--- config.mk ---
export PLATFORM = sky130hd
export DESIGN_NAME = nvs_ctrl
export DESIGN_NICKNAME = d
export VERILOG_FILES = /design/src/rtl/nvs_pkg.sv /design/src/rtl/nvs_decode.sv /design/src/rtl/nvs_timer.sv /design/src/rtl/nvs_array.sv /design/src/rtl/nvs_ctrl.sv
export SDC_FILE = /design/constraint.sdc
export NUM_CORES = 1
export LEC_CHECK = 0
export ABC_AREA = 1
export BUFFER_PORTS_ARGS = -buffer_cell sky130_fd_sc_hd__buf_2
export CAP_MARGIN = 20
export CORE_MARGIN = 5
export CORE_UTILIZATION = 55
export CTS_BUF_LIST = sky130_fd_sc_hd__clkbuf_8
export CTS_CLUSTER_SIZE = 10
export DETAILED_ROUTE_END_ITERATION = 7
export PLACE_DENSITY = 0.76
export SYNTH_ARGS = -nofsm -noshare
export SYNTH_HDL_FRONTEND = slang
export SYNTH_SLANG_ARGS = --single-unit
--- constraint.sdc ---
create_clock -name clk -period 5.98 [get_ports clk]
set_clock_uncertainty 0.15 [all_clocks]
set_input_delay 1.196 -clock clk [delete_from_list [all_inputs] [get_ports clk]]
set_output_delay 1.196 -clock clk [all_outputs]
set_load 0.005 [all_outputs]
--- src/rtl/nvs_pkg.sv ---
package nvs_pkg;

    typedef enum logic [3:0] {
        OP_WIPE     = 4'b1101,
        OP_WRITE    = 4'b0010,
        OP_WRITE_TP = 4'b0011,
        OP_READ     = 4'b1010,
        OP_RECALL   = 4'b1011
    } nvs_op_e;

    typedef enum logic [2:0] {
        CL_NONE,
        CL_WIPE,
        CL_WRITE,
        CL_READ,
        CL_RECALL
    } nvs_cls_e;

    typedef struct packed {
        logic     go;
        nvs_cls_e cls;
        logic     from_tap;
    } nvs_dec_t;

    function automatic nvs_cls_e classify(input logic [3:0] op);
        case (op)
            OP_WIPE:     return CL_WIPE;
            OP_WRITE:    return CL_WRITE;
            OP_WRITE_TP: return CL_WRITE;
            OP_READ:     return CL_READ;
            OP_RECALL:   return CL_RECALL;
            default:     return CL_NONE;
        endcase
    endfunction

    function automatic logic alters_store(input nvs_cls_e c);
        return (c == CL_WIPE) || (c == CL_WRITE);
    endfunction

endpackage

--- src/rtl/nvs_decode.sv ---
module nvs_decode
    import nvs_pkg::*;
(
    input  logic       req_valid,
    input  logic [3:0] req_op,
    input  logic       busy,
    input  logic       wp_n,
    output nvs_dec_t   dec
);
    nvs_cls_e cls;

    always_comb begin
        cls          = classify(req_op);
        dec.cls      = cls;
        dec.from_tap = (req_op == OP_WRITE_TP);
        dec.go       = req_valid && !busy && (cls != CL_NONE) &&
                       (!alters_store(cls) || wp_n);
    end
endmodule

--- src/rtl/nvs_timer.sv ---
module nvs_timer #(
    parameter int CYC = 16
) (
    input  logic clk,
    input  logic rst,
    input  logic start,
    output logic busy
);
    localparam int CW = $clog2(CYC + 1);

    logic [CW-1:0] cnt;

    always_ff @(posedge clk) begin
        if (rst) begin
            cnt <= CW'(CYC);
        end else if (start) begin
            cnt <= CW'(CYC);
        end else if (cnt != '0) begin
            cnt <= cnt - 1'b1;
        end
    end

    assign busy = (cnt != '0);
endmodule

--- src/rtl/nvs_array.sv ---
module nvs_array #(
    parameter int NWORDS = 4,
    parameter int WBITS  = 9,
    parameter logic [NWORDS*WBITS-1:0] INIT = '0,
    localparam int AW = $clog2(NWORDS)
) (
    input  logic             clk,
    input  logic             rst,
    input  logic [AW-1:0]    addr,
    input  logic             wr_en,
    input  logic             wipe,
    input  logic [WBITS-1:0] pdata,
    output logic [WBITS-1:0] cur
);
    logic [WBITS-1:0] words [NWORDS];

    for (genvar g = 0; g < NWORDS; g++) begin : g_word
        always_ff @(posedge clk) begin
            if (rst) begin
                words[g] <= INIT[g*WBITS +: WBITS];
            end else if (wr_en && (addr == AW'(g))) begin
                words[g] <= wipe ? '1 : (words[g] & pdata);
            end
        end
    end

    assign cur = words[addr];
endmodule

--- src/rtl/nvs_ctrl.sv ---
module nvs_ctrl
    import nvs_pkg::*;
#(
    parameter int NWORDS      = 4,
    parameter int WBITS       = 9,
    parameter int BUSY_CYCLES = 16,
    parameter logic [NWORDS*WBITS-1:0] INIT = {9'h155, 9'h0F0, 9'h1FF, 9'h080},
    localparam int AW = $clog2(NWORDS)
) (
    input  logic             clk,
    input  logic             rst,
    input  logic             req_valid,
    input  logic [3:0]       req_op,
    input  logic [AW-1:0]    req_addr,
    input  logic [WBITS-1:0] req_data,
    input  logic [WBITS-1:0] tap_in,
    input  logic             wp_n,
    output logic             busy,
    output logic             rd_vld,
    output logic [WBITS-1:0] rd_data,
    output logic             rc_vld,
    output logic [WBITS-1:0] rc_data,
    output logic             prog_err
);
    nvs_dec_t         dec;
    logic             wr_en;
    logic [WBITS-1:0] pdata;
    logic [WBITS-1:0] cur;
    logic             mismatch;

    nvs_decode u_dec (
        .req_valid (req_valid),
        .req_op    (req_op),
        .busy      (busy),
        .wp_n      (wp_n),
        .dec       (dec)
    );

    nvs_timer #(.CYC(BUSY_CYCLES)) u_tmr (
        .clk   (clk),
        .rst   (rst),
        .start (dec.go),
        .busy  (busy)
    );

    assign wr_en    = dec.go && alters_store(dec.cls);
    assign pdata    = dec.from_tap ? tap_in : req_data;
    assign mismatch = ((cur & pdata) != pdata);

    nvs_array #(.NWORDS(NWORDS), .WBITS(WBITS), .INIT(INIT)) u_arr (
        .clk   (clk),
        .rst   (rst),
        .addr  (req_addr),
        .wr_en (wr_en),
        .wipe  (dec.cls == CL_WIPE),
        .pdata (pdata),
        .cur   (cur)
    );

    always_ff @(posedge clk) begin
        if (rst) begin
            rd_vld   <= 1'b0;
            rd_data  <= '0;
            rc_vld   <= 1'b1;
            rc_data  <= INIT[WBITS-1:0];
            prog_err <= 1'b0;
        end else begin
            rd_vld   <= dec.go && (dec.cls == CL_READ);
            rc_vld   <= dec.go && (dec.cls == CL_RECALL);
            prog_err <= dec.go && (dec.cls == CL_WRITE) && mismatch;
            if (dec.go && (dec.cls == CL_READ)) begin
                rd_data <= cur;
            end
            if (dec.go && (dec.cls == CL_RECALL)) begin
                rc_data <= cur;
            end
        end
    end
endmodule

Word level (Yosys, flattened, before mapping). Memories as Yosys holds them, arrays and structs flattened. Cells that the tools add are included.

Input port bits: 28. Output and inout port bits: 22. Bits in registers: 26. Word-level logic and storage cells: 75. Memories: 1. RAM bits: 36.

Add/sub/neg operators: 1. Muxes and demuxes: 24. Equal/unequal tests: 13. Reductions and logical operators: 21. Bitwise logic cells: 9.

Memory list: u_arr.words (words 4, width 9, read ports 5, clocked after Yosys merged registers in 0, wr ports 4, RTL line nvs_array.sv:15) `logic [WBITS-1:0] words [NWORDS];`.

Operator list (number): $mux 9 (9); $and 9x9->9 (5); $mux 1 (14); $eq 4x4->1 const B (3); $logic_and 1x1->1 (12); $pmux 3 s4 (1); $ne 9x9->1 (1); $eq 4x2->1 const B (2); $eq 3x2->1 const B (2); $reduce_bool 5->1 (1); $sub 5x1->5 const B (1); $eq 2x2->1 const B (2); $or 1x1->1 (4); $reduce_or 2->1 (2); $eq 3x1->1 const B (1); $eq 3x3->1 const B (1); $reduce_bool 3->1 (1); $eq 2x1->1 const B (1); $logic_not 1->1 (2); $logic_not 2->1 (1); $logic_or 1x1->1 (2).

Logic depth before layout (Yosys ltp).
Word-level depth: 14. Mapped depth: 11. Mapped depth without buffers: 10.

By module. A second synthesis with hierarchy kept.

Cell total of the unflattened synthesis: 420. Area, all modules: 3318.2 um^2.

Modules (own cells, without submodules): nvs_array (area each 1871.8 um^2, times used 1, cells an instance 219, seq. area each 1081.0 um^2); nvs_ctrl (area each 1064.8 um^2, times used 1, cells an instance 145, seq. area each 420.4 um^2); nvs_timer (area each 286.5 um^2, times used 1, cells an instance 37, seq. area each 100.1 um^2); nvs_decode (area each 95.1 um^2, times used 1, cells an instance 19, seq. area each 0.0 um^2).

Least setup slack after synthesis. No wires, ideal clock.

Kind: input to register. From: in req_op[2]. To: mem u_arr.words[0][0], enable pin. Data arrival time: 2.544 ns. Setup time: 0.387 ns. Cell stages on the path: 7. Slack: 2.898 ns. Data required time: 5.443 ns. Path buffers: 1. Path through: inv_1 -> nor2_1 -> nand3_2 -> buf_4 -> nand2_4 -> nand3_4 -> o21ai_0.

RTL lines: start: declaration (RTL line nvs_ctrl.sv:13) `input logic [3:0] req_op,`; end: declaration (RTL line nvs_array.sv:15).

==> results by stage <==
Synthesis:
- The average cell area after synthesis is 7.454 sq um.
- The post-synthesis async set-or-reset flop share is 0.
- The largest area contributor in the synthesized netlist is sky130_fd_sc_hd__edfxtp_1.
- The number of warnings issued by yosys is 0.
- The number of instances in the synthesized netlist is 448.
- The synthesized flop and latch total is 62.
- For this run, the leading register cell type out of synthesis is sky130_fd_sc_hd__edfxtp_1.
- The synthesized design contains 36 enable-type register cells.
- Synthesis instantiated 31 different standard cells from the library.
- Sorting the synthesized cells by area gives the leading types as sky130_fd_sc_hd__edfxtp_1 (32%), sky130_fd_sc_hd__nand2_1 (20%), sky130_fd_sc_hd__dfxtp_1 (16%).
- When the netlist entered floorplanning its net count stood at 478.
- The library cell with the highest instance count after synthesis is sky130_fd_sc_hd__nand2_1.
- The fraction of synthesized cell area taken by the top area cell type is 0.3237.
- The mapped netlist covers 3339 sq um.
- By count the netlist is led by sky130_fd_sc_hd__nand2_1 (177), sky130_fd_sc_hd__nor2_1 (54), sky130_fd_sc_hd__inv_1 (46).
- The sequential share of the synthesized area is 0.4796.

Floorplan:
- For this configuration, the core starts out at a cell density of 0.5640.
- 50 I/O pins were placed.
- The die boundary height is around 88 um.
- The die boundary width is 87.92 um.
- The count of standard-cell rows is 28.
- The core region is ~5900 sq um.
- The die covers 7730 sq um.

GRT:
- Global routing finished with a remaining overflow of 0.
- The number of global-route vias before repair is about 2800.
- Across every metal layer, demand over resource in global routing totals 0.2342.
- The global-route wire length before repair is 13.60 mm.
- Entering global routing, the biggest net connects 21 pins.
- The initial antenna violation count was 0.

Worst hold path:
- The class of the worst hold path is flip-flop to flip-flop.

Critical path:
- Data on the critical path arrives at its endpoint at 3.47 ns.
- The required time at the worst-slack endpoint is 5.88 ns.
- The cell that appears most often on the critical path is sky130_fd_sc_hd__buf_2.
- In this design, the stage delay of the slowest critical-path cell is ~0.54 ns.
- The critical setup path kind is input pin to flip-flop.
- The kind of start point of the critical path is an input pin.
- Of all nets on the critical path, the largest fanout is 20.
- Traced cell by cell, the critical path runs through buf_2, inv_1, nor2_1, nand3_2, a21oi_4, nand3_4, o21ai_0, buf_2.
- For this design, the slowest cell found on the critical path is sky130_fd_sc_hd__a21oi_4.
- The type of element capturing the critical path is a flip-flop.

Cells and area:
- 0 antenna diodes ended up in the layout.
- The area growth from synthesis to layout is 14.72%.
- The final layout net count is between 500 and 600.
- In the final layout, the share of cells above drive strength 1 is 0.1759.

STA:
- The count of endpoints failing hold in the final timing report is 0.
- The count of endpoints failing setup in the final report is 0.
- The final-layout worst hold slack is 0.3092 ns.
- The number of slew-limit violations in the final report came to 0.
- The period utilization is 0.5973.
- In the final timing run, aggregate negative setup slack is 0 ns.
- Setup repair after global routing left no endpoint under its margin.
- Across all setup checks in the final design, the least slack found is 2.408 ns.
- The measured slew at the worst slew-check pin is 0.7367 ns.
- The top achievable clock speed is 0.2800 GHz.
- The final critical path time including I/O delays and setup is 3.572 ns.
- Headroom to the max-slew limit came out at 0.5083.

Routing:
- The wire length reported by the detailed router is 8.635 mm.
- After detailed routing, the number of vias per cell comes to 5.298.
- The first-iteration detailed-routing DRC count is between 300 and 400.
- In the routed design, unresolved DRC markers number 0.
- The average wire length per cell after detail routing is 14.86 um.
- The count of nets left with antenna violations after detail routing is 0.
- The vias after detailed routing is 3078.
- Before antenna repair, the detailed router went through 8 iterations.

Clock network:
- No sink is reached through more buffers than the 2 on the longest clock path.
- The root buffer cell chosen for the clock tree is sky130_fd_sc_hd__clkbuf_8.
- The clock sink count is 62.
- The number of buffers inserted during clock tree synthesis is 9.
- The post-CTS setup buffer count is 0.
- For this design, the CTS-stage hold fixing added 0 buffers.
- The quantity of gates resized following cts is 0.
- The H-tree was split into 3 levels.
- The clock transition at the register clock pins on the worst setup and hold paths after CTS is 0.07 ns.
- The later-pin clock latency in the skew report is roughly 0.35 ns.
- The TritonCTS clock tree is done.

Place:
- The global placement routability congestion is 0.9224.
- The half-perimeter wire length after placement is 6.193 mm.
- Port buffering added 49 buffers.
- The placement-stage worst setup slack is 1.693 ns.

Power and ir drop:
- The power density relative to cell area is around 270 nW/um^2.
- The leakage power is between 1.5 and 2 nW.
- The total design power is 1.021 mW.
- The largest voltage drop on the vdd net is 0.1952 mV.

Outcome:
- The flow ran to the end, and the final reports show no timing, DRC or antenna violations.

Job:
- Across the run, the number of max-cap violations was 0.
==> final cells by class <==
cell class / instances / area [sq um]
timing repair buffer: 54 / 272.8
fill: 512 / 2090
tap: 75 / 93.84
multi-input combinational: 325 / 1479
clock inverter: 6 / 62.56
clock buffer: 10 / 137.6
sequential: 62 / 1602
inverter: 49 / 183.9
==> per-stage QoR <==
| stage | utilization | cells | cell area [sq um] |
|---|---|---|---|
| 2_1_floorplan | - | 448 | 3339 |
| 4_1_cts | 0.6424 | 576 | 3804 |
| 3_5_place_dp | 0.6086 | 560 | 3603 |
| 3_3_place_gp | 0.6086 | 560 | 3603 |
| 5_1_grt | 0.6471 | 581 | 3831 |
| 6_report | 0.6471 | 581 | 3831 |
==> flip-flops by register name, indices dropped and copies added, names as in the netlist <==
signal,flops
u_arr.words,36
rc_data,9
rd_data,9
u_tmr.cnt,5
prog_err,1
rc_vld,1
rd_vld,1
==> placed cells by master, fill, tap and decap left out, drive strengths merged <==
| cell type | synthesis | routed |
|---|---|---|
| a21oi | 14 | 14 |
| nand3 | 41 | 41 |
| or2 | 1 | 1 |
| dfxtp | 26 | 26 |
| clkinv | 2 | 4 |
| edfxtp | 36 | 36 |
| nor3 | 6 | 6 |
| bufinv | 0 | 1 |
| nand4 | 11 | 11 |
| nand2 | 185 | 185 |
| clkinvlp | 0 | 2 |
| o21ai | 4 | 4 |
| buf | 8 | 53 |
| nor2 | 58 | 58 |
| ha | 2 | 2 |
| xor2 | 1 | 1 |
| clkbuf | 4 | 11 |
| inv | 47 | 48 |
| xnor2 | 1 | 1 |
| nor4 | 1 | 1 |
==> kinds of logic after synthesis <==
group / Yosys count / synth area share
adders and majority gates: 2 / 0.007492
xor gates and xnor gates: 2 / 0.005246
buffers and inverters: 61 / 0.07755
and+or+nand+nor: 303 / 0.3998
AOI/OAI and AO/OA: 18 / 0.03035
DFF: 62 / 0.4796
==> worst paths after layout <==
kind	start	end	slack, ns	depth (start not counted)
worst max-delay path	req_op[2]	u_arr.words[2][0]$_SDFFCE_PN0P_	2.41	8
worst min-delay path	rc_data[5]$_SDFFE_PP0P_	rc_data[5]$_SDFFE_PP0P_	0.31	2
worst max register to register	u_tmr.cnt[0]$_SDFFE_PP0P_	u_arr.words[2][0]$_SDFFCE_PN0P_	3.11	9
worst min register to register	rc_data[5]$_SDFFE_PP0P_	rc_data[5]$_SDFFE_PP0P_	0.31	2
==> metal layers <==
metal,routed length [um],track usage,vias to the layer above,share of wire
met3,890,0.06021,33,0.10
li1,-,-,1526,-
met4,309,0.1158,0,0.036
met2,3912,0.3685,159,0.45
met1,3522,0.2997,1360,0.41
met5,0,0,-,0
==> critical path, delay by kind of cell <==
family / cells / cell delay, ns
buf+inv: 3 / 0.44
compound gates: 2 / 1.05
simple gates: 3 / 0.77
==> report_power, final <==
group / total, mW / leakage (nW) / internal (mW) / switching, mW
logic: 0.166 / 1.20 / 0.0579 / 0.108
clock network: 0.375 / 0.0997 / 0.202 / 0.173
registers: 0.480 / 0.515 / 0.468 / 0.0118
No activity file was read; power rests on OpenSTA's default activity.
